[config.mk]
export PLATFORM = sky130hd
export DESIGN_NAME = ich_rx_channel
export DESIGN_NICKNAME = d
export VERILOG_FILES = /design/src/rtl/ich_pkg.sv /design/src/rtl/ich_secded_dec.sv /design/src/rtl/ich_admit.sv /design/src/rtl/ich_flit_fifo.sv /design/src/rtl/ich_rx_channel.sv
export SDC_FILE = /design/constraint.sdc
export NUM_CORES = 1
export LEC_CHECK = 0
export ABC_CLOCK_PERIOD_IN_PS = 20400
export CELL_PAD_IN_SITES_DETAIL_PLACEMENT = 1
export CELL_PAD_IN_SITES_GLOBAL_PLACEMENT = 1
export CORE_MARGIN = 3
export CORE_UTILIZATION = 43
export CTS_CLUSTER_DIAMETER = 30
export DETAILED_ROUTE_END_ITERATION = 8
export PLACE_DENSITY_LB_ADDON = 0.1
export SLEW_MARGIN = 15
export SYNTH_ARGS = -nofsm -noshare
export SYNTH_HDL_FRONTEND = slang
export SYNTH_HIERARCHICAL = 1
export SYNTH_SLANG_ARGS = --single-unit
[constraint.sdc]
create_clock -name clk -period 20.4 [get_ports clk]
set_input_delay 3.06 -clock clk [delete_from_list [all_inputs] [get_ports clk]]
set_output_delay 3.06 -clock clk [all_outputs]
set_load 0.05 [all_outputs]
[src/rtl/ich_pkg.sv]
// Shared constants and code helpers for the router input channel.
// Assumes a 32-bit payload protected by a 39-bit SEC-DED Hamming code.
package ich_pkg;
    localparam int DW = 32;               // payload width
    localparam int CW = 39;               // codeword width
    localparam int SW = 6;                // syndrome width

    localparam int EC_PLAIN  = 0;         // accept everything
    localparam int EC_DETECT = 1;         // reject on any detected error
    localparam int EC_HYBRID = 2;         // correct single, reject double

    // Position in the codeword of payload bit k (non-powers of two from 3 up)
    function automatic int data_pos(input int k);
        int cnt;
        int res;
        cnt = 0;
        res = 0;
        for (int p = 1; p < CW; p++) begin
            if ((p & (p - 1)) != 0) begin
                if (cnt == k) res = p;
                cnt++;
            end
        end
        return res;
    endfunction

    // Build a codeword from a payload
    function automatic logic [CW-1:0] secded_encode(input logic [DW-1:0] d);
        logic [CW-1:0] c;
        logic [SW-1:0] s;
        c = '0;
        for (int k = 0; k < DW; k++) c[data_pos(k)] = d[k];
        s = '0;
        for (int p = 1; p < CW; p++) if (c[p]) s ^= SW'(p);
        for (int i = 0; i < SW; i++) c[1 << i] = s[i];
        c[0] = ^c[CW-1:1];
        return c;
    endfunction
endpackage

[src/rtl/ich_secded_dec.sv]
// Combinational SEC-DED decoder for one coded flit.
// Assumes the layout of ich_pkg. With DECODE_EN=0 the payload is
// extracted raw and both error flags are tied low.
module ich_secded_dec
    import ich_pkg::*;
#(
    parameter bit DECODE_EN = 1'b1
) (
    input  logic [CW-1:0] code,
    output logic [DW-1:0] data,
    output logic          any_err,
    output logic          multi_err
);
    generate
        if (DECODE_EN) begin : g_dec
            logic [SW-1:0] syn;
            logic          par;
            logic          single;
            logic [CW-1:0] fixed;

            // Syndrome, overall parity, single-bit repair and extraction
            always_comb begin
                syn = '0;
                par = 1'b0;
                for (int p = 0; p < CW; p++) begin
                    if (code[p]) begin
                        syn ^= SW'(p);
                        par ^= 1'b1;
                    end
                end
                single = par && (int'(syn) < CW);
                fixed  = code;
                if (single) fixed[syn] = ~code[syn];
                for (int k = 0; k < DW; k++) data[k] = fixed[data_pos(k)];
                any_err   = par || (syn != '0);
                multi_err = any_err && !single;
            end
        end else begin : g_bypass
            // Raw payload extraction, no error information
            always_comb begin
                for (int k = 0; k < DW; k++) data[k] = code[data_pos(k)];
                any_err   = 1'b0;
                multi_err = 1'b0;
            end
        end
    endgenerate
endmodule

[src/rtl/ich_admit.sv]
// Admission control: decides per flit whether it is written, refused with
// NACK, or silently discarded during go-back-N recovery.
// Assumes the error flags are valid in the same cycle as flit_valid.
module ich_admit
    import ich_pkg::*;
#(
    parameter int MODE = EC_HYBRID
) (
    input  logic clk,
    input  logic rst_n,
    input  logic flit_valid,
    input  logic flit_retry,
    input  logic grant,
    input  logic full,
    input  logic any_err,
    input  logic multi_err,
    output logic wr_en,
    output logic nack,
    output logic err
);
    localparam bit RETRY = (MODE != EC_PLAIN);

    logic recovering;
    logic bad;
    logic take;
    logic drop;
    logic nack_q;
    logic err_q;

    // Classify the current flit under the configured mode
    always_comb begin
        if (MODE == EC_DETECT)      bad = any_err;
        else if (MODE == EC_HYBRID) bad = multi_err;
        else                        bad = 1'b0;
        bad   = bad && !full;
        take  = flit_valid && (!recovering || flit_retry);
        wr_en = take && !full && grant && !bad;
        drop  = take && !wr_en;
    end

    // Register NACK/error pulses and track recovery after a refusal
    always_ff @(posedge clk) begin
        if (!rst_n) begin
            recovering <= 1'b0;
            nack_q     <= 1'b0;
            err_q      <= 1'b0;
        end else begin
            nack_q <= drop && RETRY;
            err_q  <= take && bad;
            if (drop && RETRY)  recovering <= 1'b1;
            else if (wr_en)     recovering <= 1'b0;
        end
    end

    assign nack = nack_q;
    assign err  = err_q;
endmodule

[src/rtl/ich_flit_fifo.sv]
// Input queue with a valid/ready read side.
// Assumes the writer never writes while full (enforced by admission).
module ich_flit_fifo #(
    parameter int WIDTH = 32,
    parameter int DEPTH = 8
) (
    input  logic                       clk,
    input  logic                       rst_n,
    input  logic                       wr_en,
    input  logic [WIDTH-1:0]           wr_data,
    input  logic                       rd_ready,
    output logic                       rd_valid,
    output logic [WIDTH-1:0]           rd_data,
    output logic                       full,
    output logic [$clog2(DEPTH+1)-1:0] fill
);
    localparam int AW = $clog2(DEPTH);
    localparam int FW = $clog2(DEPTH + 1);

    logic [WIDTH-1:0] mem [DEPTH];
    logic [AW-1:0]    wptr;
    logic [AW-1:0]    rptr;
    logic [FW-1:0]    cnt;
    logic             rd_en;

    assign rd_valid = (cnt != '0);
    assign full     = (cnt == FW'(DEPTH));
    assign rd_en    = rd_valid && rd_ready;
    assign rd_data  = mem[rptr];
    assign fill     = cnt;

    // Storage write, no reset needed for the data array
    always_ff @(posedge clk) begin
        if (wr_en) mem[wptr] <= wr_data;
    end

    // Pointer and occupancy update
    always_ff @(posedge clk) begin
        if (!rst_n) begin
            wptr <= '0;
            rptr <= '0;
            cnt  <= '0;
        end else begin
            if (wr_en) wptr <= (int'(wptr) == DEPTH - 1) ? '0 : wptr + 1'b1;
            if (rd_en) rptr <= (int'(rptr) == DEPTH - 1) ? '0 : rptr + 1'b1;
            cnt <= cnt + FW'(wr_en) - FW'(rd_en);
        end
    end
endmodule

[src/rtl/ich_rx_channel.sv]
// Router input channel: decode, admit and queue coded flits; NACK refusals.
// Assumes one flit per cycle at most and a go-back-N sender upstream that
// marks the first replayed flit with lnk_retry.
module ich_rx_channel
    import ich_pkg::*;
#(
    parameter int MODE      = EC_HYBRID,
    parameter bit DECODE_EN = 1'b1,
    parameter int DEPTH     = 8
) (
    input  logic          clk,
    input  logic          rst_n,
    input  logic          lnk_valid,
    input  logic [CW-1:0] lnk_code,
    input  logic          lnk_retry,
    input  logic          route_grant,
    output logic          nack,
    output logic          err,
    output logic          out_valid,
    input  logic          out_ready,
    output logic [DW-1:0] out_data
);
    localparam int FW = $clog2(DEPTH + 1);

    logic [DW-1:0] dec_data;
    logic          any_err;
    logic          multi_err;
    logic          wr_en;
    logic          fifo_full;
    logic [FW-1:0] fill;

    ich_secded_dec #(.DECODE_EN(DECODE_EN)) u_dec (
        .code      (lnk_code),
        .data      (dec_data),
        .any_err   (any_err),
        .multi_err (multi_err)
    );

    ich_admit #(.MODE(MODE)) u_admit (
        .clk        (clk),
        .rst_n      (rst_n),
        .flit_valid (lnk_valid),
        .flit_retry (lnk_retry),
        .grant      (route_grant),
        .full       (fifo_full),
        .any_err    (any_err),
        .multi_err  (multi_err),
        .wr_en      (wr_en),
        .nack       (nack),
        .err        (err)
    );

    ich_flit_fifo #(.WIDTH(DW), .DEPTH(DEPTH)) u_fifo (
        .clk      (clk),
        .rst_n    (rst_n),
        .wr_en    (wr_en),
        .wr_data  (dec_data),
        .rd_ready (out_ready),
        .rd_valid (out_valid),
        .rd_data  (out_data),
        .full     (fifo_full),
        .fill     (fill)
    );
endmodule

## Word level (Yosys, flattened, before mapping)

Memories as Yosys holds them, arrays and structs flattened. A register that Yosys moved wholly into a read port is not among the register bits.
Cells that the tools add are included.

| word-level totals | value |
|---|---|
| ROM bits | 0 |
| RAM bits | 256 |
| word-level logic and storage cells | 205 |
| bits in latches | 0 |
| memories | 1 |
| output and inout bits | 35 |
| flip-flop bits (word level) | 13 |

Memory list:

| name | depth | bits a word | read ports | clocked after memory_dff | wr ports | RTL line | RTL |
|---|---|---|---|---|---|---|---|
| u_fifo.mem | 8 | 32 | 1 | 1 | 1 | ich_flit_fifo.sv:20 | `logic [WIDTH-1:0] mem [DEPTH];` |

| operators by class | value |
|---|---|
| add/subtract/negate cells | 4 |
| bitwise logic cells | 76 |
| $mul | 0 |
| order comparisons | 3 |
| div/mod/pow operators | 0 |
| reduce and logical (&&, ||, !) cells | 21 |
| equal/unequal tests | 3 |
| shifts and indexed selects | 0 |
| mux-type cells | 91 |

Operators with widths:

| cell | number |
|---|---|
| $mux 5 | 16 |
| $mux 1 | 46 |
| $mux 6 | 7 |
| $bwmux 39 | 1 |
| $mux 39 | 1 |
| $not 1->1 | 39 |
| $not 3->3 | 13 |
| $mux 4 | 8 |
| $not 2->2 | 13 |
| $mux 3 | 8 |
| $not 4->4 | 5 |
| $logic_and 1x1->1 | 11 |
| $lt 6x7->1 const B | 1 |
| $add 3x1->3 const B | 2 |
| $bmux 1 s6 | 1 |
| $demux 1 s6 | 1 |
| $eq 3x1->1 const B | 2 |
| $ge 6x1->1 const B | 1 |
| $lt 6x6->1 const B | 1 |
| $reduce_bool 6->1 | 1 |
| $logic_not 1->1 | 5 |
| $not 1->1 const A | 5 |
| $not 5->5 | 1 |
| $add 4x1->4 | 1 |
| other kinds (6) | 8 |

## Depth between registers and ports, before layout

| depth | value |
|---|---|
| word-level depth | 86 |
| depth in mapped cells | 17 |
| depth with buffers taken out | 15 |

## By module

The synthesis kept the hierarchy.

By module, submodules not included:

| module | area each (sq um) | instances | cells an instance | seq. area each (sq um) |
|---|---|---|---|---|
| ich_flit_fifo | 10477.5 | 1 | 448 | 7947.6 |
| ich_secded_dec | 1880.6 | 1 | 200 | 0.0 |
| ich_admit | 142.6 | 1 | 12 | 60.1 |

## Worst setup path after synthesis

No wires, ideal clock.

| timing | value |
|---|---|
| path type | input to register |
| start point | input lnk_code[6] |
| end point | memory u_fifo.mem[0][0], enable pin |
| library setup time | 0.461 ns |
| arrival | 8.098 ns |
| data required time | 19.939 ns |
| path buffers | 1 |
| path slack | 11.841 ns |
| stages | 13 |
| cells stage by stage | xnor3_1 -> xnor2_1 -> xnor3_1 -> xnor2_2 -> buf_2 -> nand2_1 -> o21ai_0 -> o2bb2ai_1 -> a31oi_1 -> nor3b_2 -> and3b_1 -> nand2b_1 -> nor3_1 |

| on the way | value |
|---|---|
| word-level cells in the longest chain between the ends | 73 |
| elaborated cells on any way between the ends | 133 |

Ends and longest elaborated chain:

| element | RTL line | RTL |
|---|---|---|
| from (decl) | ich_rx_channel.sv:14 | `input logic [CW-1:0] lnk_code,` |
| $mux 1 | ich_secded_dec.sv:26 | `if (code[p]) begin` |
| $not 1->1 (no source line) | - |  |
| $mux 1 | ich_secded_dec.sv:26 |  |
| $not 1->1 (no source line) | - |  |
| $mux 1 | ich_secded_dec.sv:26 |  |
| $not 1->1 (no source line) | - |  |
| $mux 1 | ich_secded_dec.sv:26 |  |
| $not 1->1 (no source line) | - |  |
| [59 not listed] | - |  |
| $logic_and 1x1->1 * | ich_secded_dec.sv:36 | `multi_err = any_err && !single;` |
| net multi_err | ich_rx_channel.sv:27 | `logic multi_err;` |
| $logic_and 1x1->1 * | ich_admit.sv:35 | `bad = bad && !full;` |
| $logic_not 1->1 * | ich_admit.sv:37 | `wr_en = take && !full && grant && !bad;` |
| $logic_and 1x1->1 * | ich_admit.sv:37 |  |
| net wr_en | ich_rx_channel.sv:28 | `logic wr_en;` |
| $mux 1 * | ich_flit_fifo.sv:34 | `if (wr_en) mem[wptr] <= wr_data;` |
| $mux 1 (not written as such) * | ich_flit_fifo.sv:34 |  |
| to (decl) | ich_flit_fifo.sv:20 |  |

Mark *: on every way through the listed nets, which the timed path passes. The rest lies on a longest branch.

## Worst setup path in the final report

| timing | value |
|---|---|
| start point | input lnk_code[22] |
| end point | memory u_fifo.mem[6][11], enable pin |

| on the way | value |
|---|---|
| word-level cells in the longest chain between the ends | 41 |
| elaborated cells on any way between the ends | 75 |

Ends and longest elaborated chain:

| element | RTL line |
|---|---|
| parallel branches: the longest is 35 deep, another holds $mux 5 | - |
| $logic_and 1x1->1 * | ich_secded_dec.sv:36 |
| net multi_err | ich_rx_channel.sv:27 |
| $logic_and 1x1->1 * | ich_admit.sv:35 |
| $logic_not 1->1 * | ich_admit.sv:37 |
| $logic_and 1x1->1 * | ich_admit.sv:37 |
| net wr_en | ich_rx_channel.sv:28 |
| $mux 1 * | ich_flit_fifo.sv:34 |
| $mux 1 (not written as such) * | ich_flit_fifo.sv:34 |

Mark *: on every way through the listed nets, which the timed path passes.

==> flow_summary.toml <==
[power_and_ir_drop]
switching_share_pct = 33.6
internal_power_uw = 1530
p_seq_share_pct = 29.5
p_leak_uw = 0.00520
p_comb_share_pct = 32.3
power.density_nw_per_um2 = 147
fin_total_pwr_uw = 2310
vdd_drop_max_uv = 102
p_clk_share_pct = 38.1
switching_power_uw = 776

[cts]
clockBufferDepth = 3
post_cts_buffers = 0
cts_tree = "done"
post_cts_resized = 0
holdBufCountCts = 0
clock_sinks = 272
htree_levels = 2
clock_latency_ns = 0.55
root_buffer = "clkbuf_16"
clk_pin_slew_worst_paths_ns = 0.05
cts_buffers = 54

[die]
rows = 61
start_util_pct = 44.2
die_w_um = 176
die_h_um = 176
die-area_um2 = 31100
core_um2 = 28200
ios = 80

[drt]
drt_iter0_drc = 465
vias = 6645
wirelength_mm = 30.8
routedWlPerCell_um = 25.6
drc = 0
antenna_left = 0
dr.pass1.iters = 5
vias_per_cell = 5.52

[final_layout]
layout-drive-gt1-share_pct = 27.2
area_delta_synth_final_pct = 25.6
nets = 836
multiInputGateArea_um2 = 4360
fillers = 2506
diodes = 0
seqCellArea_um2 = 8010
finalInstanceArea_um2 = 15700

[timing]
hold_viol_final = 0
fin_crit_sh_pct = 40.7
fin_skew_ns = 0.0143
slew_viol_final = 0
min_period_ns = 8.31
tns_ns = 0
fin_ws_ns = 12.09
max_freq_mhz = 120
worst_slew_pin_slew_ns = 1.13
max-slew-margin-rel_pct = 24.6
rsz0062_at_grt = "false"
setup_violations = 0

[synth]
synthesis.area_um2 = 12500
syn-num-nets = 714
avgSynthCellArea_um2 = 19.0
yosys_warnings = 6
synth_cells = 659

[setup_path]
r2r_slack_ns = 17.34
r2r_cells = 8
arrival_ns = 8.51
cp-end-kind = "flop"
reg2reg_from = "u_fifo/fill[2]"
start_kind = "input port"
path_max_fanout = 17
required_ns = 20.60
worst-setup-path-type = "in2reg"
reg2reg_to = "u_fifo/mem[6][11]"

[global_routing]
antenna_found_initial = 0
use_met1_pct = 26.3
first_global_vias = 7412
grt_pass1_wl_mm = 46.2
grt_max_degree = 65
met3_usage_pct = 3.51
grt_overflow = 0
track_usage_pct = 19.9
use_met2_pct = 34.7
grt_most_used_layer = "met2"

[flow_run]
drv_cap = 0

[min_path]
hold_depth = 2
holdCritStartpoint = "u_fifo/rptr[1]"
hold_class = "reg2reg"

[placement]
port_buffers = 79
dp_hpwl_mm = 19.2
gp_congestion = 0.872
dp_slack_ns = 11.52
place_area_um2 = 13700

[run_status]
outcome = "complete, no violations"
worst max-delay path by stage:
stage	slack, ns	from	to
floorplan	11.84	lnk_code[6]	u_fifo/mem[0][0]
global placement	11.74	lnk_code[22]	u_fifo/mem[5][6]
detailed placement	11.52	lnk_code[22]	u_fifo/mem[5][8]
CTS	12.06	lnk_code[22]	u_fifo/mem[1][1]
global route	11.75	lnk_code[22]	u_fifo/mem[6][8]
finish	12.09	lnk_code[22]	u_fifo/mem[6][11]
critical path: stages:
cell and delay [ns]:
clkdlybuf4s50_1 0.65, xnor3_1 0.43, xnor2_1 0.28, xnor3_1 0.52
xnor2_2 0.60, nand2_1 0.35, o21ai_0 0.25, o2bb2ai_1 0.14
a31oi_1 0.18, nor3b_2 0.29, and3b_1 0.38, nand2_1 0.28
nor2_4 0.59, buf_4 0.45
flip-flops by register name, indices dropped and copies added, names as in the netlist, named ones only:
| signal | count |
|---|---|
| u_fifo/mem | 256 |
| u_fifo/wptr | 3 |
| u_admit/recovering | 1 |
| u_admit/nack | 1 |
| u_admit/err | 1 |
| u_fifo/rptr | 3 |
| u_fifo/fill | 4 |
area by class of cell:
type	count	area share (%)
flip-flops and latches	272	51.1
multi-input cells	353	27.8
clock buffers	60	8.82
repair buffers	93	6.12
clock inverters	40	3.01
well taps	378	3.01
inverters	7	0.167
placed cells by master (no fill, tap or decap), types with 3 or more instances in the layout:
| cell | n |
|---|---|
| edfxtp_1 | 256 |
| mux2_1 | 3 |
| ha_1 | 9 |
| dfxtp_1 | 13 |
| xnor2_1 | 42 |
| nor2b_1 | 7 |
| mux4_2 | 28 |
| buf_4 | 10 |
| mux2i_1 | 15 |
| xnor3_1 | 9 |
| a21oi_1 | 15 |
| nand2_1 | 40 |
| nor2_4 | 6 |
| clkinv_4 | 7 |
| and2_1 | 3 |
| clkinv_1 | 3 |
| xor2_1 | 10 |
| inv_6 | 5 |
| clkbuf_16 | 54 |
| bufinv_16 | 8 |
| clkbuf_1 | 5 |
| a2111oi_4 | 3 |
| xnor2_2 | 4 |
| o2bb2ai_1 | 3 |
| nor2_1 | 9 |
| clkdlybuf4s50_1 | 79 |
| clkinvlp_4 | 8 |
| mux4_1 | 40 |
| nor3_1 | 3 |
| inv_1 | 7 |
| clkinv_2 | 8 |
| nor3b_1 | 4 |
| nand2b_1 | 5 |
| mux2_2 | 55 |
metrics by stage:
step | instances | util, % | hold WS [ns]
floorplan | 659 | - | 0.464
global placement | 1099 | 48.6 | 0.477
detailed placement | 1099 | 48.6 | 0.494
CTS | 1199 | 55.2 | 0.501
global route | 1203 | 55.6 | 0.543
finish | 1203 | 55.6 | 0.491
per-layer routing:
metal,up-vias,part of all wire (%)
met5,-,0
met4,0,1.1
met3,31,4.4
met2,177,51
met1,3493,43
li1,2944,-
power by group through the flow:
| stage | Combinational, µW | Clock, µW | Sequential, µW |
|---|---|---|---|
| finish | 747 | 881 | 682 |
| global placement | 735 | 0 | 690 |
| global route | 796 | 928 | 686 |
| detailed placement | 745 | 0 | 693 |
| CTS | 751 | 897 | 683 |
| floorplan | 556 | 0 | 674 |
(Power assumes the default switching activity.)
